**config.mk**
```make
export PLATFORM = sky130hd
export DESIGN_NAME = tile_dot_acc
export DESIGN_NICKNAME = d
export VERILOG_FILES = /design/src/rtl/tile_dot_pkg.sv /design/src/rtl/tile_dot_ctrl.sv /design/src/rtl/tile_dot_path.sv /design/src/rtl/tile_dot_acc.sv
export SDC_FILE = /design/constraint.sdc
export NUM_CORES = 1
export LEC_CHECK = 0
export BUFFER_PORTS_ARGS = -buffer_cell sky130_fd_sc_hd__buf_2
export CAP_MARGIN = 20
export CORE_MARGIN = 5
export CORE_UTILIZATION = 35
export DETAILED_ROUTE_END_ITERATION = 6
export SLEW_MARGIN = 20
export SYNTH_ARGS = -nofsm -noshare
export SYNTH_HDL_FRONTEND = slang
export SYNTH_SLANG_ARGS = --single-unit
```
**constraint.sdc**
```tcl
create_clock -name clk -period 19.1 [get_ports clk]
set_input_delay 0.955 -clock clk [delete_from_list [all_inputs] [get_ports clk]]
set_output_delay 0.955 -clock clk [all_outputs]
set_load 0.02 [all_outputs]
```
**src/rtl/tile_dot_pkg.sv**
```systemverilog
package tile_dot_pkg;
  localparam int LANES  = 4;
  localparam int BYTE_W = 8;
  localparam int ACC_W  = 32;
  localparam int WORD_W = LANES * BYTE_W;

  typedef enum logic [1:0] {
    MODE_UU = 2'd0,
    MODE_US = 2'd1,
    MODE_SU = 2'd2,
    MODE_SS = 2'd3
  } dotMode_t;

  // strobes from control to datapath
  typedef struct packed {
    logic stepEn;
    logic firstGrp;
    logic lastGrp;
    logic aSigned;
    logic bSigned;
  } dotStrobe_t;
endpackage

```
**src/rtl/tile_dot_ctrl.sv**
```systemverilog
module tile_dot_ctrl
  import tile_dot_pkg::*;
#(
  parameter int MAX_ROWS  = 16,
  parameter int ROW_BYTES = 64,
  localparam int COLS  = ROW_BYTES / LANES,
  localparam int ROW_W = $clog2(MAX_ROWS),
  localparam int GRP_W = $clog2(COLS),
  localparam int M_W   = ROW_W + 1,
  localparam int N_W   = GRP_W + 1,
  localparam int K_W   = $clog2(ROW_BYTES) + 1
) (
  input  logic             clk,
  input  logic             rstN,
  input  logic             start,
  input  logic [1:0]       mode,
  input  logic [M_W-1:0]   dimM,
  input  logic [N_W-1:0]   dimN,
  input  logic [K_W-1:0]   dimK,
  output dotStrobe_t       stb,
  output logic [ROW_W-1:0] rowIdx,
  output logic [GRP_W-1:0] colIdx,
  output logic [GRP_W-1:0] grpIdx,
  output logic             busy,
  output logic             done,
  output logic             err
);
  logic [ROW_W-1:0] rowR, rowLast;
  logic [GRP_W-1:0] colR, colLast, grpR, grpLast;
  logic [K_W-3:0]   kGroups;
  dotMode_t         modeR;
  logic             cfgOk, lastGrp, lastCol, lastRow;

  assign kGroups = dimK[K_W-1:2];

  always_comb begin
    cfgOk = (dimM != '0) && (int'(dimM) <= MAX_ROWS) &&
            (dimN != '0) && (int'(dimN) <= COLS) &&
            (dimK[1:0] == 2'b00) && (dimK != '0) &&
            (int'(dimK) <= ROW_BYTES) && (int'(kGroups) <= MAX_ROWS);
  end

  assign lastGrp = (grpR == grpLast);
  assign lastCol = (colR == colLast);
  assign lastRow = (rowR == rowLast);

  always_comb begin
    stb.stepEn   = busy;
    stb.firstGrp = (grpR == '0);
    stb.lastGrp  = lastGrp;
    stb.aSigned  = (modeR == MODE_SS) || (modeR == MODE_SU);
    stb.bSigned  = (modeR == MODE_SS) || (modeR == MODE_US);
  end

  assign rowIdx = rowR;
  assign colIdx = colR;
  assign grpIdx = grpR;

  always_ff @(posedge clk or negedge rstN) begin
    if (!rstN) begin
      busy    <= 1'b0;
      done    <= 1'b0;
      err     <= 1'b0;
      rowR    <= '0;
      colR    <= '0;
      grpR    <= '0;
      rowLast <= '0;
      colLast <= '0;
      grpLast <= '0;
      modeR   <= MODE_UU;
    end else begin
      done <= 1'b0;
      err  <= 1'b0;
      if (!busy) begin
        if (start) begin
          if (cfgOk) begin
            busy    <= 1'b1;
            rowR    <= '0;
            colR    <= '0;
            grpR    <= '0;
            rowLast <= ROW_W'(dimM - M_W'(1));
            colLast <= GRP_W'(dimN - N_W'(1));
            grpLast <= GRP_W'(kGroups - (K_W-2)'(1));
            modeR   <= dotMode_t'(mode);
          end else begin
            err <= 1'b1;
          end
        end
      end else if (!lastGrp) begin
        grpR <= grpR + GRP_W'(1);
      end else begin
        grpR <= '0;
        if (!lastCol) begin
          colR <= colR + GRP_W'(1);
        end else begin
          colR <= '0;
          if (!lastRow) begin
            rowR <= rowR + ROW_W'(1);
          end else begin
            busy <= 1'b0;
            done <= 1'b1;
          end
        end
      end
    end
  end
endmodule

```
**src/rtl/tile_dot_path.sv**
```systemverilog
module tile_dot_path
  import tile_dot_pkg::*;
(
  input  logic              clk,
  input  logic              rstN,
  input  dotStrobe_t        stb,
  input  logic [WORD_W-1:0] aWord,
  input  logic [WORD_W-1:0] bWord,
  input  logic [ACC_W-1:0]  cRdData,
  output logic [ACC_W-1:0]  accNext
);
  localparam int PROD_W = 2 * BYTE_W + 2;

  logic [ACC_W-1:0] accR;
  logic [ACC_W-1:0] laneTerm [LANES];

  for (genvar i = 0; i < LANES; i++) begin : g_lane
    logic [BYTE_W-1:0]        aByte, bByte;
    logic signed [BYTE_W:0]   aExt, bExt;
    logic signed [PROD_W-1:0] prod;

    assign aByte = aWord[i*BYTE_W +: BYTE_W];
    assign bByte = bWord[i*BYTE_W +: BYTE_W];
    assign aExt  = {stb.aSigned & aByte[BYTE_W-1], aByte};
    assign bExt  = {stb.bSigned & bByte[BYTE_W-1], bByte};
    assign prod  = aExt * bExt;
    assign laneTerm[i] = {{(ACC_W-PROD_W){prod[PROD_W-1]}}, prod};
  end

  always_comb begin
    accNext = stb.firstGrp ? cRdData : accR;
    for (int i = 0; i < LANES; i++) begin
      accNext = accNext + laneTerm[i];
    end
  end

  always_ff @(posedge clk or negedge rstN) begin
    if (!rstN) begin
      accR <= '0;
    end else if (stb.stepEn) begin
      accR <= accNext;
    end
  end
endmodule

```
**src/rtl/tile_dot_acc.sv**
```systemverilog
module tile_dot_acc
  import tile_dot_pkg::*;
#(
  parameter int MAX_ROWS  = 16,
  parameter int ROW_BYTES = 64,
  localparam int COLS  = ROW_BYTES / LANES,
  localparam int ROW_W = $clog2(MAX_ROWS),
  localparam int GRP_W = $clog2(COLS),
  localparam int M_W   = ROW_W + 1,
  localparam int N_W   = GRP_W + 1,
  localparam int K_W   = $clog2(ROW_BYTES) + 1
) (
  input  logic              clk,
  input  logic              rstN,
  input  logic              start,
  input  logic [1:0]        mode,
  input  logic [M_W-1:0]    dimM,
  input  logic [N_W-1:0]    dimN,
  input  logic [K_W-1:0]    dimK,
  output logic [ROW_W-1:0]  rowIdx,
  output logic [GRP_W-1:0]  colIdx,
  output logic [GRP_W-1:0]  grpIdx,
  input  logic [WORD_W-1:0] aWord,
  input  logic [WORD_W-1:0] bWord,
  input  logic [ACC_W-1:0]  cRdData,
  output logic              cWrEn,
  output logic [ACC_W-1:0]  cWrData,
  output logic              busy,
  output logic              done,
  output logic              err
);
  dotStrobe_t stb;

  tile_dot_ctrl #(.MAX_ROWS(MAX_ROWS), .ROW_BYTES(ROW_BYTES)) u_ctrl (
    .clk(clk), .rstN(rstN), .start(start), .mode(mode),
    .dimM(dimM), .dimN(dimN), .dimK(dimK), .stb(stb),
    .rowIdx(rowIdx), .colIdx(colIdx), .grpIdx(grpIdx),
    .busy(busy), .done(done), .err(err)
  );

  tile_dot_path u_path (
    .clk(clk), .rstN(rstN), .stb(stb),
    .aWord(aWord), .bWord(bWord), .cRdData(cRdData),
    .accNext(cWrData)
  );

  assign cWrEn = stb.stepEn & stb.lastGrp;
endmodule

```
### Word level (Yosys, flattened, before mapping)

Cells that the tools add are included.

* register bits after elaboration: 61
* latch bits: 0
* bits in writable memories: 0
* ROM bits: 0
* output and inout bits: 48
* logic and storage cells: 93
* memories: 0

* $add $sub $neg: 10
* $mul: 4
* div/mod/pow operators: 0
* order comparisons: 4
* eq/ne operators: 9
* shift operators: 0
* multiplexer cells: 25
* bitwise logic cells: 10
* reduce and logical (&&, ||, !) cells: 20

Operator list (number)
* $add 32x32->32: 4
* $mul 9x9->18: 4
* $mux 4: 11
* $mux 32: 1
* $le 5x5->1 const B: 3
* $mux 1: 13
* $add 4x1->4 const B: 3
* $eq 4x4->1: 3
* $sub 4x1->4 const B: 3
* $reduce_bool 5->1: 2
* $and 1x1->1: 9
* $le 7x7->1 const B: 1
* $logic_and 1x1->1: 7
* $reduce_bool 7->1: 1
* $ne 2x2->1 const B: 3
* $reduce_and 3->1: 2
* $reduce_and 5->1: 1
* $eq 2x2->1 const B: 2
* $logic_not 4->1: 1
* $reduce_bool 2->1: 2
* $eq 2x1->1 const B: 1
* $logic_not 2->1: 1
* $logic_or 1x1->1: 2
* $reduce_and 2->1: 1
* $not 1->1: 1

### Logic depth before layout (Yosys ltp)

Gate-level depths: netlist of the first run.

* word-level depth: 11
* gate-level depth with buffers: 37
* mapped depth without buffers: 35

### Modules after synthesis

From an unflattened synthesis of the first run, not the netlist that was laid out.

* cells, all modules: 2008
* area, all modules: 18831.8 µm²

Modules (own cells, without submodules)
* tile_dot_path: times used 1, cells each 1845, area an instance 17217.8 µm²
* tile_dot_ctrl: times used 1, cells each 162, area an instance 1607.8 µm²
* tile_dot_acc: times used 1, cells each 1, area an instance 6.3 µm²

### Worst setup path after synthesis of the first run

OpenSTA, ideal clock, no wires.

* path type: input to output
* start: input port bWord[23]
* end: output port cWrData[31]
* arrival: 9.814 ns
* required time: 18.145 ns
* setup slack: 8.331 ns
* stages on the path: 33
* buffers on the path: 2
* cell sequence: clkbuf_1 nand2_1 or2_2 fa_1 fa_1 inv_1 fa_1 fa_1 inv_1 fa_1 inv_1 ha_1 o21ai_1 a21boi_0 o221ai_1 a21oi_1 a31oi_1 xnor2_1 buf_2 xnor2_1 ha_1 o21bai_1 fa_1 fa_1 ha_1 a21oi_1 o21ai_0 or3_1 or3_1 a41oi_1 a21oi_1 xnor3_1 xnor2_1

* cells in the longest elaborated chain, start to end: 4

RTL lines
* start, declared: line tile_dot_acc.sv:24 `input logic [WORD_W-1:0] bWord,`
* $and 1x1->1: line tile_dot_path.sv:25 `assign bExt = {stb.bSigned & bByte[BYTE_W-1], bByte};`
* $mul 9x9->18 *: line tile_dot_path.sv:26 `assign prod = aExt * bExt;`
* $add 32x32->32 * (2 in series): line tile_dot_path.sv:33 `accNext = accNext + laneTerm[i];`
* end, declared: line tile_dot_acc.sv:27 `output logic [ACC_W-1:0] cWrData,`

Mark *: on every way between the ends. The rest lies on a longest branch, timed or not.

### Worst setup path after layout of the first run

* start: register u_ctrl.modeR[0]
* end: output port cWrData[31]

* cells in the longest elaborated chain, start to end: 8

RTL lines
* start, declared: line tile_dot_ctrl.sv:31 `dotMode_t modeR;`
* start signal, assigned: line tile_dot_ctrl.sv:84 `modeR <= dotMode_t'(mode);`
* $eq 2x2->1 (tied with other cells): line tile_dot_ctrl.sv:51, tile_dot_ctrl.sv:52
* $logic_or 1x1->1, on equally long branches: line tile_dot_ctrl.sv:51, tile_dot_ctrl.sv:52
* $and 1x1->1, on equally long branches: line tile_dot_path.sv:24, tile_dot_path.sv:25
* $mul 9x9->18: line tile_dot_path.sv:26
* $add 32x32->32 (3 in series): line tile_dot_path.sv:33
* $add 32x32->32 *: line tile_dot_path.sv:33

Marked as above.

==> reports/qor.csv, run 1 <==
metric;value;unit
Setup TNS;0;ns
worst hold path type;reg -> reg;
Clock Latency Late Sink;0.37;ns
CTS tree;done;
Crit path top cell by count;fa_1;
DIE AREA;0.05797;mm2
Via-to-Cell Ratio;4.831;
Worst path slowest cell;dfrtp_1;
Min Clock Period, post-route;11.45;ns
IO Count;166;
I/O Buffers;165;
skew final;0.01245;ns
Syn Area/Cell;9.399;um2
Final Max Slew Viols;0;
Worst EP required;18.15;ns
Ys Warns;0;
nets;2790;
synthesized area;0.01864;mm2
die span in x;240.8;um
initial antenna violation count;5;
crit-path max cell delay;0.77;ns
Initial Util;0.3540;
vias in the first global route;14470;
predominant post-synthesis flop cell;dfrtp_1;
multi-input logic area;0.01551;mm2
most numerous cell in the Yosys netlist;inv_1;
CTS buffer count;9;
Setup crit start kind;flop;
CP bufs+invs;5;
H-tree levels;3;
# fillers;5226;
relative slew slack;0.4349;
Cells after Synth;1983;
RSZ-0062 raised after global routing;no;
CP Capture Type;primary output;
Yosys top cell area share;0.3813;
post-detailed-placement half-perimeter wirelength;39770;um
final WL;45890;um
first-pass GRT wire length;76450;um
row count;84;
share of post-route cells with drive strength above 1;0.1235;
Crit Path Category;reg -> out;
Post-CTS Hold Buffers;0;
Max Root-Sink Buffers;2;
Post-synth ARST share;1.000;
Seq/Total Area, Yosys;0.08190;
Synth area leaders;fa_1, ha_1, dfrtp_1;
Sequential Area;0.001528;mm2
slew of the pin with the lowest slew margin;0.8476;ns
cts repair resizes;0;
drc violations;0;
Total GRT Usage;0.1649;
top post-synthesis cells by count;inv_1, fa_1, ha_1;
Synth area leader;fa_1;
Syn Nets;2665;
Reg clk slew, reported paths;0.06;ns
EDFF count, synth;0;
clk sinks;61;
critical path's top delay family;adder cells;
largest net degree at the start of global routing;62;
Iter 0 DRT Violations;569;
fmax;87.36;MHz
Routed Antenna Nets;0;
Setup Buffers After CTS;0;
Overflow after GRT;0;
root buffer cell;clkbuf_16;
Synth-to-Final Area Change;10.16;%
library cells used by synthesis;53;
Final Hold Viols;0;
die height;240.8;um
setup slack, reg-to-reg;8.88;ns
setup violators final;0;
arrival time worst endpoint;10.49;ns
core area;0.05266;mm2
WL/cell;16.37;um
max-cap viol count;0;
fin crit share;0.5993;
status;complete, no violations;
crit path max fanout;13;
Yosys reg bits;61;
drt first pass iters;5;
vias;13540;
gpl congestion;0.8702;
layer usage:
metal	GRT usage	routed length, um
met1	0.2323	20450
met2	0.2706	21730
met3	0.03817	3280
met4	0.01915	385
met5	0	41
registers in the layout, summed over array words and instances, names as in the netlist:
register / flops
u_path.accR: 32
u_ctrl.colLast: 4
u_ctrl.rowLast: 4
u_ctrl.grpIdx: 4
u_ctrl.grpLast: 4
u_ctrl.busy: 1
u_ctrl.colIdx: 4
u_ctrl.err: 1
u_ctrl.done: 1
u_ctrl.rowIdx: 4
u_ctrl.modeR: 2
worst register-to-register path, delay by kind of cell, from the launching register on:
family,cells,cell delay [ns]
flops,1,0.77
fa+ha+maj,9,4.13
buf+inv,4,0.64
mux,1,0.27
compound gates,8,1.60
simple gates,5,1.90
xor+xnor,3,0.80
final timing paths:
kind,from,to,cells past startpoint
max,u_ctrl.modeR[0]$_DFFE_PN0P_,cWrData[31],30
min,u_ctrl.grpLast[0]$_DFFE_PN0P_,u_ctrl.grpLast[0]$_DFFE_PN0P_,2
max reg2reg,u_ctrl.modeR[0]$_DFFE_PN0P_,u_path.accR[31]$_DFFE_PN0P_,30
min reg2reg,u_ctrl.grpLast[0]$_DFFE_PN0P_,u_ctrl.grpLast[0]$_DFFE_PN0P_,2
max in group asynchronous,rstN,u_ctrl.busy$_DFF_PN0_,2
min in group asynchronous,rstN,u_ctrl.grpLast[0]$_DFFE_PN0P_,2
placed cells by master, fill, tap and decap left out, drive strengths merged, types with 3 or more instances in the layout:
master | Yosys | routed
inv | 375 | 379
fa | 355 | 355
ha | 209 | 209
nand2 | 207 | 207
buf | 1 | 173
and2 | 123 | 123
xnor2 | 102 | 102
nor2 | 75 | 75
dfrtp | 61 | 61
a21oi | 59 | 59
o21ai | 42 | 42
xor2 | 39 | 39
mux2 | 38 | 38
mux2i | 26 | 26
o21bai | 22 | 22
or2 | 22 | 22
a21o | 21 | 21
nor3 | 21 | 21
nor2b | 17 | 17
o21a | 16 | 16
and3 | 16 | 16
nand3 | 13 | 13
clkbuf | 58 | 9
or3 | 8 | 8
nand2b | 8 | 8
a31oi | 5 | 5
nor4 | 5 | 5
o31a | 4 | 4
nand4 | 4 | 4
o41ai | 3 | 3
o31ai | 3 | 3
nor3b | 3 | 3
layout make-up:
type,count,area share
Timing Repair Buffer,173,0.04333
Clock buffer,9,0.01097
Antenna cell,2,0.0002438
Clock inverter,7,0.004997
Tap cell,688,0.04193
Inverter,375,0.06856
Sequential cell,61,0.07441
Multi-Input combinational cell,1488,0.7556
kinds of logic after synthesis:
| group | synth area share |
|---|---|
| compound gates | 0.06599 |
| xor+xnor | 0.06907 |
| fa+ha+maj | 0.5216 |
| buf+inv | 0.08747 |
| flops | 0.08190 |
| mux | 0.03692 |
| simple gates | 0.1371 |
through the flow:
step | area [um2] | utilization | hold WS [ns] | instances | setup WS [ns]
after floorplan | 18640 | - | 0.4689 | 1983 | 8.331
after global placement | 20180 | 0.3833 | 0.4865 | 2784 | 7.894
after detailed placement | 20180 | 0.3833 | 0.4906 | 2784 | 7.824
after CTS | 20510 | 0.3895 | 0.5049 | 2800 | 7.686
after global routing | 20530 | 0.3898 | 0.5160 | 2801 | 7.072
final | 20530 | 0.3899 | 0.4978 | 2803 | 7.653
Power of run 1 is left out: the tool's default activity adds up to more than one toggle a clock period on the data nets, which glitch-free logic cannot reach.
==> inputs of run 2 (changes only) <==
--- a/config.mk
+++ b/config.mk
@@ -5,6 +5,7 @@
 export SDC_FILE = /design/constraint.sdc
 export NUM_CORES = 1
 export LEC_CHECK = 0
+export ABC_AREA = 1
 export BUFFER_PORTS_ARGS = -buffer_cell sky130_fd_sc_hd__buf_2
 export CAP_MARGIN = 20
 export CORE_MARGIN = 5
==> constraint.sdc (replaced) <==
create_clock -name clk -period 10.4 [get_ports clk]
set_input_delay 0.52 -clock clk [delete_from_list [all_inputs] [get_ports clk]]
set_output_delay 0.52 -clock clk [all_outputs]
set_load 0.02 [all_outputs]
==> reports/qor.csv, run 2 <==
metric;value;unit
RR Startpoint;u_ctrl.modeR[1]$_DFFE_PN0P_;
post-detailed-placement half-perimeter wirelength;44260;um
Routed Antenna Nets;0;
Syn Area/Cell;7.979;um2
worst hold path type;in -> async;
library cells used by synthesis;46;
first-pass GRT wire length;85430;um
row count;86;
H-tree levels;3;
final WL;51640;um
Synth-to-Final Area Change;9.136;%
IO Count;166;
top post-synthesis cells by count;inv_1, nand2_1, fa_1;
Worst Setup EP;cWrData[24];
crit-path max cell delay;0.56;ns
Via-to-Cell Ratio;4.716;
share of post-route cells with drive strength above 1;0.1047;
gpl congestion;0.9142;
Seq/Total Area, Yosys;0.07822;
cts repair resizes;0;
Worst path slowest cell;dfrtp_2;
max-cap viol count;0;
setup slack, reg-to-reg;1.38;ns
predominant post-synthesis flop cell;dfrtp_1;
fmax;101.2;MHz
Synth area leaders;fa_1, ha_1, inv_1;
EDFF count, synth;0;
WL/cell;15.65;um
die span in x;246.1;um
DIE AREA;0.06058;mm2
skew final;0.006577;ns
Synth area leader;fa_1;
Syn Nets;3128;
fin crit share;0.9502;
Max Root-Sink Buffers;2;
largest net degree at the start of global routing;62;
Yosys top cell area share;0.3641;
Critical Path Stages;34;
relative slew slack;0.4271;
most numerous cell in the Yosys netlist;inv_1;
Post-Layout Cell Count;3299;
Ys Warns;0;
crit path max fanout;7;
Final Max Slew Viols;0;
design area;0.02130;mm2
Iter 0 DRT Violations;724;
core area;0.05520;mm2
Clock Latency Late Sink;0.34;ns
CTS tree;done;
vias in the first global route;16570;
reg2reg end;u_path.accR[24]$_DFFE_PN0P_;
Biggest register;u_path.accR;
CTS buffer count;9;
Initial Util;0.3536;
setup violators final;0;
die height;246.1;um
Post-CTS Hold Buffers;0;
Largest register FFs;32;
Setup crit start kind;flop;
vias;15560;
Cells after Synth;2446;
status;complete, no violations;
Worst EP required;9.88;ns
Crit path top cell by count;fa_1;
placed cell count;3283;
CP Capture Type;primary output;
Crit Path Category;reg -> out;
Setup crit start;u_ctrl.modeR[1]$_DFFE_PN0P_;
Setup Buffers After CTS;0;
most frequent cells in the layout;inv_1, nand2_1, fa_1;
Placed Area;0.02100;mm2
n_diodes;0;
clk sinks;61;
critical path's top delay family;adder cells;
slew of the pin with the lowest slew margin;0.8593;ns
Min Clock Period, post-route;9.882;ns
Setup TNS;0;ns
RSZ-0062 raised after global routing;no;
drt first pass iters;5;
Post-synth ARST share;1.000;
CP bufs+invs;5;
arrival time worst endpoint;9.36;ns
commonest non-fill, non-tap cell in the layout;inv_1;
root buffer cell;clkbuf_16;
drc violations;0;
Final Hold Viols;0;
initial antenna violation count;1;
Yosys reg bits;61;
synthesized area;0.01952;mm2
Hold WS;0.3590;ns
Total GRT Usage;0.1753;
I/O Buffers;165;
worst-case reg-to-reg path depth;35;
Overflow after GRT;0;
Reg clk slew, reported paths;0.06;ns
nets;3228;
run 2: cell count changes after synthesis, sizes merged, moves of 22 or more:
cell / delta
nor2: +22
a21oi: +28
o21ai: +41
inv: +248
mux2i: -24
xnor2: -58
mux2: -34
nand2: +351
and2: -122
xor2: +42
nand3: +48
run 2: how the worst min path moves through the flow:
stage / endpoint / slack (ns) / cells past startpoint
2_1_floorplan: u_ctrl.busy$_DFF_PN0_ / 0.22 / 0
3_3_place_gp: u_path.accR[12]$_DFFE_PN0P_ / 0.46 / 2
3_5_place_dp: u_path.accR[26]$_DFFE_PN0P_ / 0.46 / 2
4_1_cts: u_ctrl.colLast[0]$_DFFE_PN0P_ / 0.37 / 2
5_1_grt: u_ctrl.colLast[0]$_DFFE_PN0P_ / 0.38 / 2
6_report: u_path.accR[29]$_DFFE_PN0P_ / 0.36 / 2
run 2: layer usage:
metal  global-route usage  part of all wire  up-vias
li1                     -                 -     7422
met2               0.2984              0.48      392
met1               0.2384              0.44     7696
met3              0.02647             0.058       48
met4              0.03725             0.022        0
met5                    0                 0        -
run 2: final cells by class:
type / count / area (um2)
Clock inverter: 7 / 56.30
Sequential cell: 61 / 1529
Inverter: 623 / 2338
Timing Repair Buffer: 172 / 878.3
Tap cell: 748 / 935.9
Clock buffer: 9 / 225.2
Fill cell: 5706 / 33900
Multi-Input combinational cell: 1679 / 15340
run 2: stage by stage:
step,setup slack (ns),utilization
after global routing,0.01446,0.3859
after global placement,0.7509,0.3804
after detailed placement,0.6230,0.3804
final,0.5181,0.3859
after floorplan,1.581,-
after CTS,0.2340,0.3855
run 2: worst register-to-register path, delay by kind of cell, from the launching register on:
| family | cells | cell delay (ns) |
|---|---|---|
| fa+ha+maj | 10 | 4.55 |
| buf+inv | 4 | 0.35 |
| simple gates | 8 | 0.89 |
| flops | 1 | 0.56 |
| xor+xnor | 2 | 0.53 |
| compound gates | 11 | 2.06 |
run 2: logic make-up after synthesis:
kind of cell | Yosys count | share of synthesized area
simple gates | 764 | 0.1634
buf+inv | 706 | 0.1371
fa+ha+maj | 564 | 0.4981
compound gates | 220 | 0.06366
xor+xnor | 125 | 0.05610
flops | 61 | 0.07821
mux | 6 | 0.003334
Power of run 2 is left out for the same reason.
